**config.mk**
```make
export PLATFORM = sky130hd
export DESIGN_NAME = framed_sync_serializer
export DESIGN_NICKNAME = d
export VERILOG_FILES = /design/src/rtl/fss_pkg.sv /design/src/rtl/fss_sync_ctrl.sv /design/src/rtl/fss_shifter.sv /design/src/rtl/framed_sync_serializer.sv
export SDC_FILE = /design/constraint.sdc
export NUM_CORES = 1
export LEC_CHECK = 0
export ABC_CLOCK_PERIOD_IN_PS = 2320
export BUFFER_PORTS_ARGS = -buffer_cell sky130_fd_sc_hd__buf_4
export CAP_MARGIN = 20
export CORE_MARGIN = 4
export CORE_UTILIZATION = 55
export CTS_CLUSTER_DIAMETER = 60
export DETAILED_ROUTE_END_ITERATION = 8
export PLACE_DENSITY = 0.75
export SLEW_MARGIN = 20
export SYNTH_ARGS = -nofsm -noshare
export SYNTH_HDL_FRONTEND = slang
export SYNTH_SLANG_ARGS = --single-unit
```
**constraint.sdc**
```tcl
create_clock -name clk_i -period 2.32 [get_ports clk_i]
set_clock_uncertainty 0.2 [all_clocks]
set_input_delay 0.464 -clock clk_i [delete_from_list [all_inputs] [get_ports clk_i]]
set_output_delay 0.464 -clock clk_i [all_outputs]
set_load 0.05 [all_outputs]
```
**src/rtl/fss_pkg.sv**
```systemverilog
package fss_pkg;
  localparam int FSS_DATA_W     = 10;
  localparam int FSS_SYNC_QUAL  = 6;
  localparam int FSS_BURST_LEN  = 1026;
  localparam int FSS_TRAIN_ONES = 6;

  typedef enum logic {
    CAP_FALL = 1'b0,
    CAP_RISE = 1'b1
  } cap_phase_e;
endpackage

```
**src/rtl/fss_sync_ctrl.sv**
```systemverilog
module fss_sync_ctrl #(
  parameter int SYNC_QUAL = 6,
  parameter int BURST_LEN = 1026
) (
  input  logic clk_i,
  input  logic rst_ni,
  input  logic pwr_ni,
  input  logic stb_i,
  input  logic req_i,
  output logic train_o,
  output logic in_train_o
);
  localparam int QW = $clog2(SYNC_QUAL);
  localparam int BW = $clog2(BURST_LEN);

  logic [QW-1:0] qual_q;
  logic [BW-1:0] rem_q;
  logic          train_q;
  logic          wake_q;
  logic          busy;
  logic          start;

  // busy: current frame is training and more training frames follow
  assign busy    = train_q && (rem_q != '0);
  assign start   = wake_q || (req_i && !busy && (qual_q == QW'(SYNC_QUAL - 1)));
  assign train_o = start || busy;
  assign in_train_o = train_q;

  always_ff @(posedge clk_i or negedge rst_ni) begin
    if (!rst_ni) begin
      qual_q  <= '0;
      rem_q   <= '0;
      train_q <= 1'b0;
      wake_q  <= 1'b1;
    end else if (!pwr_ni) begin
      qual_q  <= '0;
      rem_q   <= '0;
      train_q <= 1'b0;
      wake_q  <= 1'b1;
    end else if (stb_i) begin
      wake_q  <= 1'b0;
      train_q <= train_o;
      if (start)     rem_q <= BW'(BURST_LEN - 1);
      else if (busy) rem_q <= rem_q - 1'b1;
      else           rem_q <= '0;
      if (start || busy) qual_q <= '0;
      else if (req_i)    qual_q <= qual_q + 1'b1;
      else               qual_q <= '0;
    end
  end
endmodule

```
**src/rtl/fss_shifter.sv**
```systemverilog
module fss_shifter
  import fss_pkg::*;
#(
  parameter int DATA_W     = 10,
  parameter int TRAIN_ONES = 6
) (
  input  logic              clk_i,
  input  logic              rst_ni,
  input  logic              pwr_ni,
  input  logic              cap_rise_i,
  input  logic              train_i,
  input  logic [DATA_W-1:0] din_i,
  output logic              ser_o,
  output logic              stb_o
);
  localparam int FRAME_W = DATA_W + 2;
  localparam int CW      = $clog2(FRAME_W);
  localparam int HALF    = FRAME_W / 2;
  localparam logic [FRAME_W-1:0] TRAIN_FRAME = {FRAME_W{1'b1}} >> (FRAME_W - TRAIN_ONES);

  logic [CW-1:0]      bit_q;
  logic [DATA_W-1:0]  cap_q;
  logic [FRAME_W-1:0] sh_q;
  logic               cap_en;
  logic [FRAME_W-1:0] next_frame;

  assign stb_o      = (bit_q == CW'(FRAME_W - 1));
  assign cap_en     = (cap_phase_e'(cap_rise_i) == CAP_RISE) ? (bit_q == '0)
                                                             : (bit_q == CW'(HALF));
  assign next_frame = train_i ? TRAIN_FRAME : {1'b0, cap_q, 1'b1};
  assign ser_o      = sh_q[0];

  always_ff @(posedge clk_i or negedge rst_ni) begin
    if (!rst_ni) begin
      bit_q <= '0;
      cap_q <= '0;
      sh_q  <= '0;
    end else if (!pwr_ni) begin
      bit_q <= '0;
      cap_q <= '0;
      sh_q  <= '0;
    end else begin
      bit_q <= stb_o ? '0 : bit_q + 1'b1;
      if (cap_en) cap_q <= din_i;
      sh_q  <= stb_o ? next_frame : {1'b0, sh_q[FRAME_W-1:1]};
    end
  end
endmodule

```
**src/rtl/framed_sync_serializer.sv**
```systemverilog
module framed_sync_serializer
  import fss_pkg::*;
#(
  parameter int DATA_W     = FSS_DATA_W,
  parameter int SYNC_QUAL  = FSS_SYNC_QUAL,
  parameter int BURST_LEN  = FSS_BURST_LEN,
  parameter int TRAIN_ONES = FSS_TRAIN_ONES
) (
  input  logic              clk_i,
  input  logic              rst_ni,
  input  logic              pwr_ni,
  input  logic              oe_i,
  input  logic              cap_rise_i,
  input  logic              sync_a_i,
  input  logic              sync_b_i,
  input  logic [DATA_W-1:0] din_i,
  output logic              ser_o,
  output logic              ser_valid_o,
  output logic              word_stb_o
);
  logic req;
  logic train;
  logic in_train;
  logic stb;

  assign req = sync_a_i | sync_b_i;

  fss_sync_ctrl #(
    .SYNC_QUAL(SYNC_QUAL),
    .BURST_LEN(BURST_LEN)
  ) u_ctrl (
    .clk_i     (clk_i),
    .rst_ni    (rst_ni),
    .pwr_ni    (pwr_ni),
    .stb_i     (stb),
    .req_i     (req),
    .train_o   (train),
    .in_train_o(in_train)
  );

  fss_shifter #(
    .DATA_W    (DATA_W),
    .TRAIN_ONES(TRAIN_ONES)
  ) u_shift (
    .clk_i     (clk_i),
    .rst_ni    (rst_ni),
    .pwr_ni    (pwr_ni),
    .cap_rise_i(cap_rise_i),
    .train_i   (train),
    .din_i     (din_i),
    .ser_o     (ser_o),
    .stb_o     (stb)
  );

  assign word_stb_o  = stb;
  assign ser_valid_o = oe_i & pwr_ni & (in_train | ~req);
endmodule

```
==> Word-level counts from Yosys, hierarchy flattened <==
Index checks and enable logic that the tools add are counted.
{ "totals": {"ram_bits": 0, "latchBits": 0, "regBits": 42, "n_memories": 0, "romBits": 0} }
{ "op_classes": {"n_shift": 0, "n_bitwise": 5, "n_eq_ne": 5, "div": 0, "order_cmp": 0, "n_reduce_logical": 8, "n_mul": 0, "add_sub_neg": 3, "mux": 20} }
{ "ops": {"columns": ["operator", "count"], "rows": [
  ["$mux W11", 5],
  ["$mux W12", 2],
  ["$mux W10", 2],
  ["$mux W3", 4],
  ["$reduce_bool A11 Y1", 1],
  ["$sub A11 B1 Y11 const B", 1],
  ["$mux W4", 2],
  ["$mux W1", 5],
  ["$add A4 B1 Y4 const B", 1],
  ["$eq A4 B3 Y1 const B", 1],
  ["$eq A4 B4 Y1 const B", 1],
  ["$logic_not A4 Y1", 1],
  ["$ne A2 B1 Y1 const B", 2],
  ["$add A3 B1 Y3 const B", 1],
  ["$eq A3 B3 Y1 const B", 1],
  ["$logic_and A1 B1 Y1", 3],
  ["$and A1 B1 Y1", 2],
  ["$logic_or A1 B1 Y1", 2],
  ["$or A1 B1 Y1", 2],
  ["$logic_not A1 Y1", 1],
  ["$not A1 Y1", 1]
]} }

==> Longest topological paths before layout <==
Gate-level depths: netlist of run 1.
{ "depth": {"depth_word": 10, "depth_mapped": 7, "ltp_nobuf": 6} }

==> Cells and area by module <==
Synthesis of run 1 repeated with hierarchy kept, for this count alone.
{ "unflattened": {"cells_unflattened": 217, "hier_area_um2": 2115.8} }
{ "modules_own_cells": {"columns": ["module", "instances", "seq_area_each_um2", "area_per_inst_um2", "cells_each"], "rows": [
  ["fss_shifter", 1, 625.6, 1146.1, 110],
  ["fss_sync_ctrl", 1, 401.6, 944.7, 103],
  ["framed_sync_serializer", 1, 0.0, 25.0, 4]
]} }

==> Worst setup path before layout of run 1 <==
Ideal clock, no wire load.
{ "synth_timing": {"path_kind": "register -> output", "start": "reg u_shift.bit_q[1]", "end": "out word_stb_o", "stages_incl_launch_ff": 5, "arrival_time_ps": 1453, "slack_ps": 203, "path_buffers": 1, "path_cell_list": "dfrtp_1 > ha_1 > nand3b_1 > inv_1 > clkbuf_1"} }
{ "synth_via": {"elab_chain_cells": 1} }
{ "synth_rtl": {"columns": ["item", "line_no", "text"], "rows": [
  ["start: declaration", "fss_shifter.sv:21", "logic [CW-1:0] bit_q;"],
  ["start signal: assignment", "fss_shifter.sv:43", "bit_q <= stb_o ? '0 : bit_q + 1'b1;"],
  ["$eq A4 B4 Y1", "fss_shifter.sv:27", "assign stb_o = (bit_q == CW'(FRAME_W - 1));"],
  ["end: declaration", "framed_sync_serializer.sv:19", "output logic word_stb_o"]
]} }
No other way between the ends.

==> Worst setup path after layout of run 1 <==
{ "layout_timing": {"start": "reg u_ctrl.rem_q[0]", "end": "reg u_ctrl.rem_q[6]"} }
{ "layout_via": {"elab_chain_cells": 9, "elab_cells_between_ends": 11} }
{ "layout_rtl": {"columns": ["item", "line_no", "text"], "rows": [
  ["start: declaration", "fss_sync_ctrl.sv:17", "logic [BW-1:0] rem_q;"],
  ["start signal: assignment", "fss_sync_ctrl.sv:43", "if (start) rem_q <= BW'(BURST_LEN - 1);"],
  ["start signal: assignment", "fss_sync_ctrl.sv:44", "else if (busy) rem_q <= rem_q - 1'b1;"],
  ["parallel branches: the longest is 6 deep, another holds $sub A11 B1 Y11", null, null],
  ["$mux W11 *", "fss_sync_ctrl.sv:43", null],
  ["$mux W11 *", "fss_sync_ctrl.sv:40", "end else if (stb_i) begin"],
  ["$mux W11 *", "fss_sync_ctrl.sv:35", "end else if (!pwr_ni) begin"]
]} }
Every way passes the cells marked *. The select of a mux whose other input is x is not followed.
A chain may end at the register's enable or synchronous reset.

==> results of run 1 <==
[kinds of logic (layout without fill, tap and decap cells)]
| group | count (synthesis) | count (layout) | synth area share, % |
|---|---|---|---|
| muxes | 8 | 8 | 3.85 |
| adders and majority gates | 6 | 6 | 3.61 |
| DFF | 41 | 41 | 49.3 |
| and+or+nand+nor | 71 | 71 | 19.4 |
| buffers and inverters | 25 | 48 | 4.57 |
| AOI/OAI and AO/OA | 56 | 56 | 18.8 |
| xor gates and xnor gates | 1 | 1 | 0.421 |
[worst max-delay path by stage]
stage          slack [ns]         endpoint  depth (start not counted)              from
2_1_floorplan        0.20       word_stb_o                          4  u_shift.bit_q[1]
3_3_place_gp         0.16  u_shift.sh_q[5]                          6   u_ctrl.rem_q[0]
3_5_place_dp         0.08  u_shift.sh_q[5]                          6   u_ctrl.rem_q[0]
4_1_cts              0.06  u_shift.sh_q[5]                          6   u_ctrl.rem_q[0]
5_1_grt              0.01  u_ctrl.rem_q[6]                          6   u_ctrl.rem_q[0]
6_report             0.12  u_ctrl.rem_q[6]                          6   u_ctrl.rem_q[0]
[tightest hold or removal path, stage by stage]
cell and delay, ns:
buf_4 0.11, nand2_1 0.05, mux2i_1 0.06
[routing by layer]
| metal | up-vias | global-route usage [%] | share of wire (%) | wire length [um] |
|---|---|---|---|---|
| met5 | - | 0 | 0 | 0 |
| li1 | 795 | - | - | - |
| met3 | 5 | 4.49 | 3.5 | 153 |
| met4 | 0 | 4.34 | 0.78 | 34 |
| met2 | 28 | 33.7 | 51 | 2200 |
| met1 | 793 | 27.6 | 45 | 1960 |
[cell type report]
type	count	area (sq um)
clock buffer	7	86.3
clock inverter	1	7.51
fill	295	1250
inverter	15	56.3
multi-input combinational	142	981
sequential	41	1030
tap	48	60.1
timing repair buffer	25	190
[synth_stat cells (all sizes together), types with 4 or more instances]
| library cell | n | share of area (%) |
|---|---|---|
| a31oi | 8 | 3.1 |
| mux2i | 8 | 3.8 |
| inv | 15 | 2.7 |
| dfrtp | 40 | 48 |
| nand3b | 4 | 1.4 |
| o21ai | 23 | 6.2 |
| nand3 | 18 | 4.3 |
| nor3 | 5 | 1.4 |
| a21oi | 5 | 1.2 |
| nor2 | 8 | 1.4 |
| clkbuf | 9 | 1.6 |
| a21bo | 4 | 1.9 |
| nand2 | 16 | 2.9 |
| ha | 6 | 3.6 |
[where the power goes]
part,switching [mW],internal (mW),total (mW)
Sequential,0.0106,0.734,0.744
Combinational,0.0615,0.0476,0.109
Clock,0.243,0.242,0.485
Total,0.315,1.02,1.34
[sequential cells by signal, indices dropped and copies added (netlist names)]
name and flops:
u_ctrl.in_train_o 1, u_ctrl.qual_q 3, u_ctrl.rem_q 11, u_ctrl.wake_q 1, u_shift.sh_q 11, u_shift.cap_q 10, u_shift.bit_q 4
[what timing repair did]
action / CTS / global route
gates resized for setup: 0 / 4
hold buffers: 1 / 0
endpoints found under the hold margin: 40 / 0
setup buffers: 0 / 0
setup endpoints to repair: 0 / 20
==> flow_summary_export.csv, run 1 <==
group,metric,value,unit
status,status,"complete, no violations",
placed_design,gp_congestion,0.850,
synth,ys_ff_latch,41,
final_layout,fin_area,0.00241,sq mm
synth,synthCells,208,
pwr,p_leak,1.10,nW
final_layout,fin_cells,279,
drt,wl,4350,um
run,drv_cap,0,
pwr,worst_ir_drop_vdd,503,uV
synth,synthFlopType,"dfrtp_1",
drt,vias,1621,
global_routing,grt_antenna_before_repair,0,
worst_hold_path,min_path_type,"in2reg",
final_layout,drive_gt1_share,22.9,%
clock_network,cts_htree_levels,2,
setup_path,cp_top_family,"simple AND/OR/NAND/NOR gates",
clock_network,cts_made_buffers,5,
global_routing,grt_max_degree,42,
clock_network,clk_path_buf_depth,2,
synth,synth_area,0.00208,sq mm
worst_hold_path,hold_start,"din_i[2]",
clock_network,clkLatencyLatePin,0.29,ns
synth,avgSynthCellArea,10.0,sq um
setup_path,rr_worst_depth,6,
timing,setup_viol,0,
clock_network,tritoncts,"done",
setup_path,path_buf_inv,1,
setup_path,critPathKind,"reg2reg",
synth,synth_edf_count,0,
final_layout,fin_nets,253,
final_layout,final_util,65.8,%
timing,timing.fmax,455,MHz
timing,hold_slack,0.227,ns
synth,seq_area_frac_synth,49.3,%
global_routing,grt_usage,20.4,%
die,die-area,0.00483,sq mm
final_layout,final_common_cell,"dfrtp_1",
final_layout,areaGrowthSynthToFinish,15.7,%
setup_path,r2r_start,"u_ctrl.rem_q[0]",
timing,rsz0062_at_grt,"no",
synth,yosysWarnings,0,
setup_path,cp_max_fo,5,
die,die-height,69.5,um
die,floorplan.initialDensity,56.9,%
clock_network,clock-sinks,41,
placed_design,portBuffers,19,
clock_network,cts.clk_slew.worst_paths,0.08,ns
placed_design,dp_slack,0.0798,ns
timing,layout_setup_ws,0.123,ns
placed_design,dp_hpwl,3080,um
timing,max_slew_margin,62.8,%
die,die_w,69.5,um
setup_path,ff2ff_setup_slack,0.12,ns
timing,drv_slew,0,
final_layout,antennaDiodeCount,0,
clock_network,cts.root.buffer_cell,"clkbuf_8",
setup_path,worstPathRequired,2.30,ns
timing,hold_viol_final,0,
synth,yosysUniqueCellTypes,47,
placed_design,place_inst,270,
setup_path,reg2reg_to,"u_ctrl.rem_q[6]",
die,num_rows,22,
pwr,power,1.34,mW
worst_hold_path,holdPathEnd,"u_shift.cap_q[2]",
setup_path,arrival,2.17,ns
drt,first_iter_violations,86,
timing,fin_tns_setup,0,ns
synth,syn_nets,231,
die,io_pins,20,
setup_path,cpMaxStageDelayCell,"or3b_2",
drt,firstDrtPassIters,4,
synth,async_flop_share,100,%
pwr,power.density,556,mW/mm^2
timing,fin_crit,2.20,ns
setup_path,cp-end-kind,"flop",
worst_hold_path,whs_path_depth,3,
global_routing,grt_pass1_wl,8140,um
drt,wl_per_cell,15.6,um
timing,fin_crit_sh,94.7,%
setup_path,cp_cell_sequence,"inv_1 > ha_1 > or3b_2 > or3_2 > mux2i_1 > o21ai_0",
timing,worstMarginPinSlew,0.556,ns
drt,viasPerCell,5.81,
drt,drtAntennaViolNets,0,
drt,drc_errors,0,
die,fp.coreArea,0.00366,sq mm
setup_path,slowest_delay,0.49,ns
placed_design,postPlaceCellArea,0.00228,sq mm
final_layout,final_cell_mix,"dfrtp_1 (40), buf_4 (24), o21ai_0 (19), nand3_1 (18), nand2_1 (16)",
global_routing,grt_pass1_vias,1722,
global_routing,overflow,0,
setup_path,cp-start-kind,"flop",
Power figures use the tool's default switching activity.
==> run 2, diff against run 1 <==
Settings changed: ABC_CLOCK_PERIOD_IN_PS 2320 to 2240.
Clock period 2.32 ns to 2.24 ns, I/O delays scaled along.
==> run 2 against run 1 <==
Critical path depth stayed put. Register-to-register slack got worse by 0.02 ns. Sequential cell count stayed put. Sequential power up 3.6%. Maximum frequency increased by 3.0%. Global-route usage decreased by 1.5 points. Sequential share of layout area decreased by 0.26 points. Non-clock buffer count is 2 higher. Total power is 4.0% higher. Combinational power up 7%. Critical path type unchanged. Critical endpoint unchanged. Largest cell class unchanged. Largest power group unchanged. Highest routed layer unchanged.
==> flow_summary_export.csv, run 2 (synthesis gave the netlist of run 1 again) <==
group,metric,value,unit
setup_path,cp_top_family,"simple AND/OR/NAND/NOR gates",
global_routing,grt_pass1_vias,1613,
global_routing,grt_usage,18.9,%
drt,first_iter_violations,133,
drt,firstDrtPassIters,6,
final_layout,top_regs,"u_ctrl.rem_q: 11 flops, u_shift.sh_q: 11 flops, u_shift.cap_q: 10 flops",
drt,wl_per_cell,15.3,um
drt,viasPerCell,5.88,
timing,worstMarginPinSlew,0.615,ns
drt,drtAntennaViolNets,0,
clock_network,cts_htree_levels,2,
setup_path,path_buf_inv,1,
final_layout,final_common_cell,"dfrtp_1",
worst_hold_path,min_path_type,"in2reg",
drt,drc_errors,0,
drt,vias,1651,
clock_network,tritoncts,"done",
status,status,"complete, no violations",
placed_design,portBuffers,19,
clock_network,clock-sinks,41,
pwr,power,1.39,mW
setup_path,cp_max_fo,5,
run,drv_cap,0,
setup_path,arrival,2.15,ns
die,floorplan.initialDensity,56.9,%
clock_network,cts_made_buffers,5,
final_layout,n_fill_cell,293,
placed_design,gp_congestion,0.863,
pwr,worst_ir_drop_vdd,555,uV
pwr,power.density,574,mW/mm^2
die,io_pins,20,
timing,rsz0062_at_grt,"no",
clock_network,clk_path_buf_depth,2,
die,die-area,0.00483,sq mm
setup_path,crit_start,"u_ctrl.rem_q[0]",
setup_path,cp-start-kind,"flop",
drt,wl,4300,um
timing,max_slew_margin,58.7,%
clock_network,clkLatencyLatePin,0.30,ns
final_layout,areaGrowthSynthToFinish,16.4,%
timing,fin_crit_sh,95.3,%
worst_hold_path,hold_start,"din_i[0]",
global_routing,grt_pass1_wl,7310,um
final_layout,antennaDiodeCount,0,
die,num_rows,22,
setup_path,cpMaxStageDelayCell,"or3b_2",
final_layout,fin_nets,255,
die,fp.coreArea,0.00366,sq mm
setup_path,slowest_delay,0.47,ns
timing,hold_viol_final,0,
timing,setup_viol,0,
timing,timing.fmax,469,MHz
global_routing,grt_max_degree,42,
placed_design,dp_hpwl,3030,um
global_routing,grt_antenna_before_repair,0,
timing,fin_tns_setup,0,ns
final_layout,final_cell_mix,"dfrtp_1 (40), buf_4 (26), o21ai_0 (19), nand3_1 (18), nand2_1 (16)",
die,die-height,69.5,um
setup_path,cp-end-kind,"flop",
setup_path,worstPathRequired,2.26,ns
pwr,p_leak,1.12,nW
clock_network,cts.root.buffer_cell,"clkbuf_8",
setup_path,critPathKind,"reg2reg",
timing,drv_slew,0,
final_layout,drive_gt1_share,24.5,%
setup_path,r2r_start,"u_ctrl.rem_q[0]",
timing,fin_crit,2.13,ns
die,die_w,69.5,um
clock_network,cts.clk_slew.worst_paths,0.08,ns
setup_path,cp_cell_sequence,"inv_2 > ha_4 > or3b_2 > or3_2 > mux2i_1 > o21ai_0",
global_routing,overflow,0,
run 2: routing by layer:
layer,wire (um),track usage (%),share of wire (%)
met1,1850,23.2,43
met2,2140,31.6,50
met5,0,0,0
met4,68,6.94,1.6
met3,236,5.36,5.5
run 2: path summary, 6_finish.rpt:
kind                                     to  slack, ns  cells after the start
max in group asynchronous     u_ctrl.wake_q       1.03                      2
min in group asynchronous   u_shift.sh_q[9]       0.46                      2
setup / recovery            u_ctrl.rem_q[6]       0.11                      6
hold / removal             u_shift.cap_q[0]       0.20                      3
hold reg to reg             u_shift.sh_q[0]       0.27                      1
setup reg to reg            u_ctrl.rem_q[6]       0.11                      6
run 2: repair_timing:
action / in CTS / in global routing
hold buffers: 1 / 0
buffers inserted: 0 / 1
setup endpoints to repair: 1 / 14
endpoints found under the hold margin: 40 / 0
pin swaps: 0 / 1
gates resized for setup: 1 / 5
run 2: tightest hold or removal path, cell delays in order:
cell	delay (ns)
buf_4	0.11
nand2_1	0.05
mux2i_1	0.05
run 2: power by group:
part	switching (mW)	internal, mW
Clock	0.254	0.250
Combinational	0.0644	0.0521
Sequential	0.0110	0.760
run 2: area by class of cell:
class,count,area (sq um),share of cell area [%]
Sequential cell,41,1030,42.4
Multi-Input combinational cell,142,981,40.5
Timing Repair Buffer,27,205,8.47
Clock buffer,7,86.3,3.56
Tap cell,48,60.1,2.48
Inverter,15,56.3,2.32
Clock inverter,1,7.51,0.310
run 2: metrics by stage:
stage	instance area, sq um	instances	setup slack, ns	hold WS (ns)	utilization [%]
floorplan	2080	208	0.139	-0.0476	-
global placement	2290	271	0.139	0.246	62.6
detailed placement	2290	271	0.0347	0.254	62.6
CTS	2400	280	0.00422	0.194	65.5
global route	2420	281	0.00162	0.197	66.2
finish	2420	281	0.106	0.196	66.2
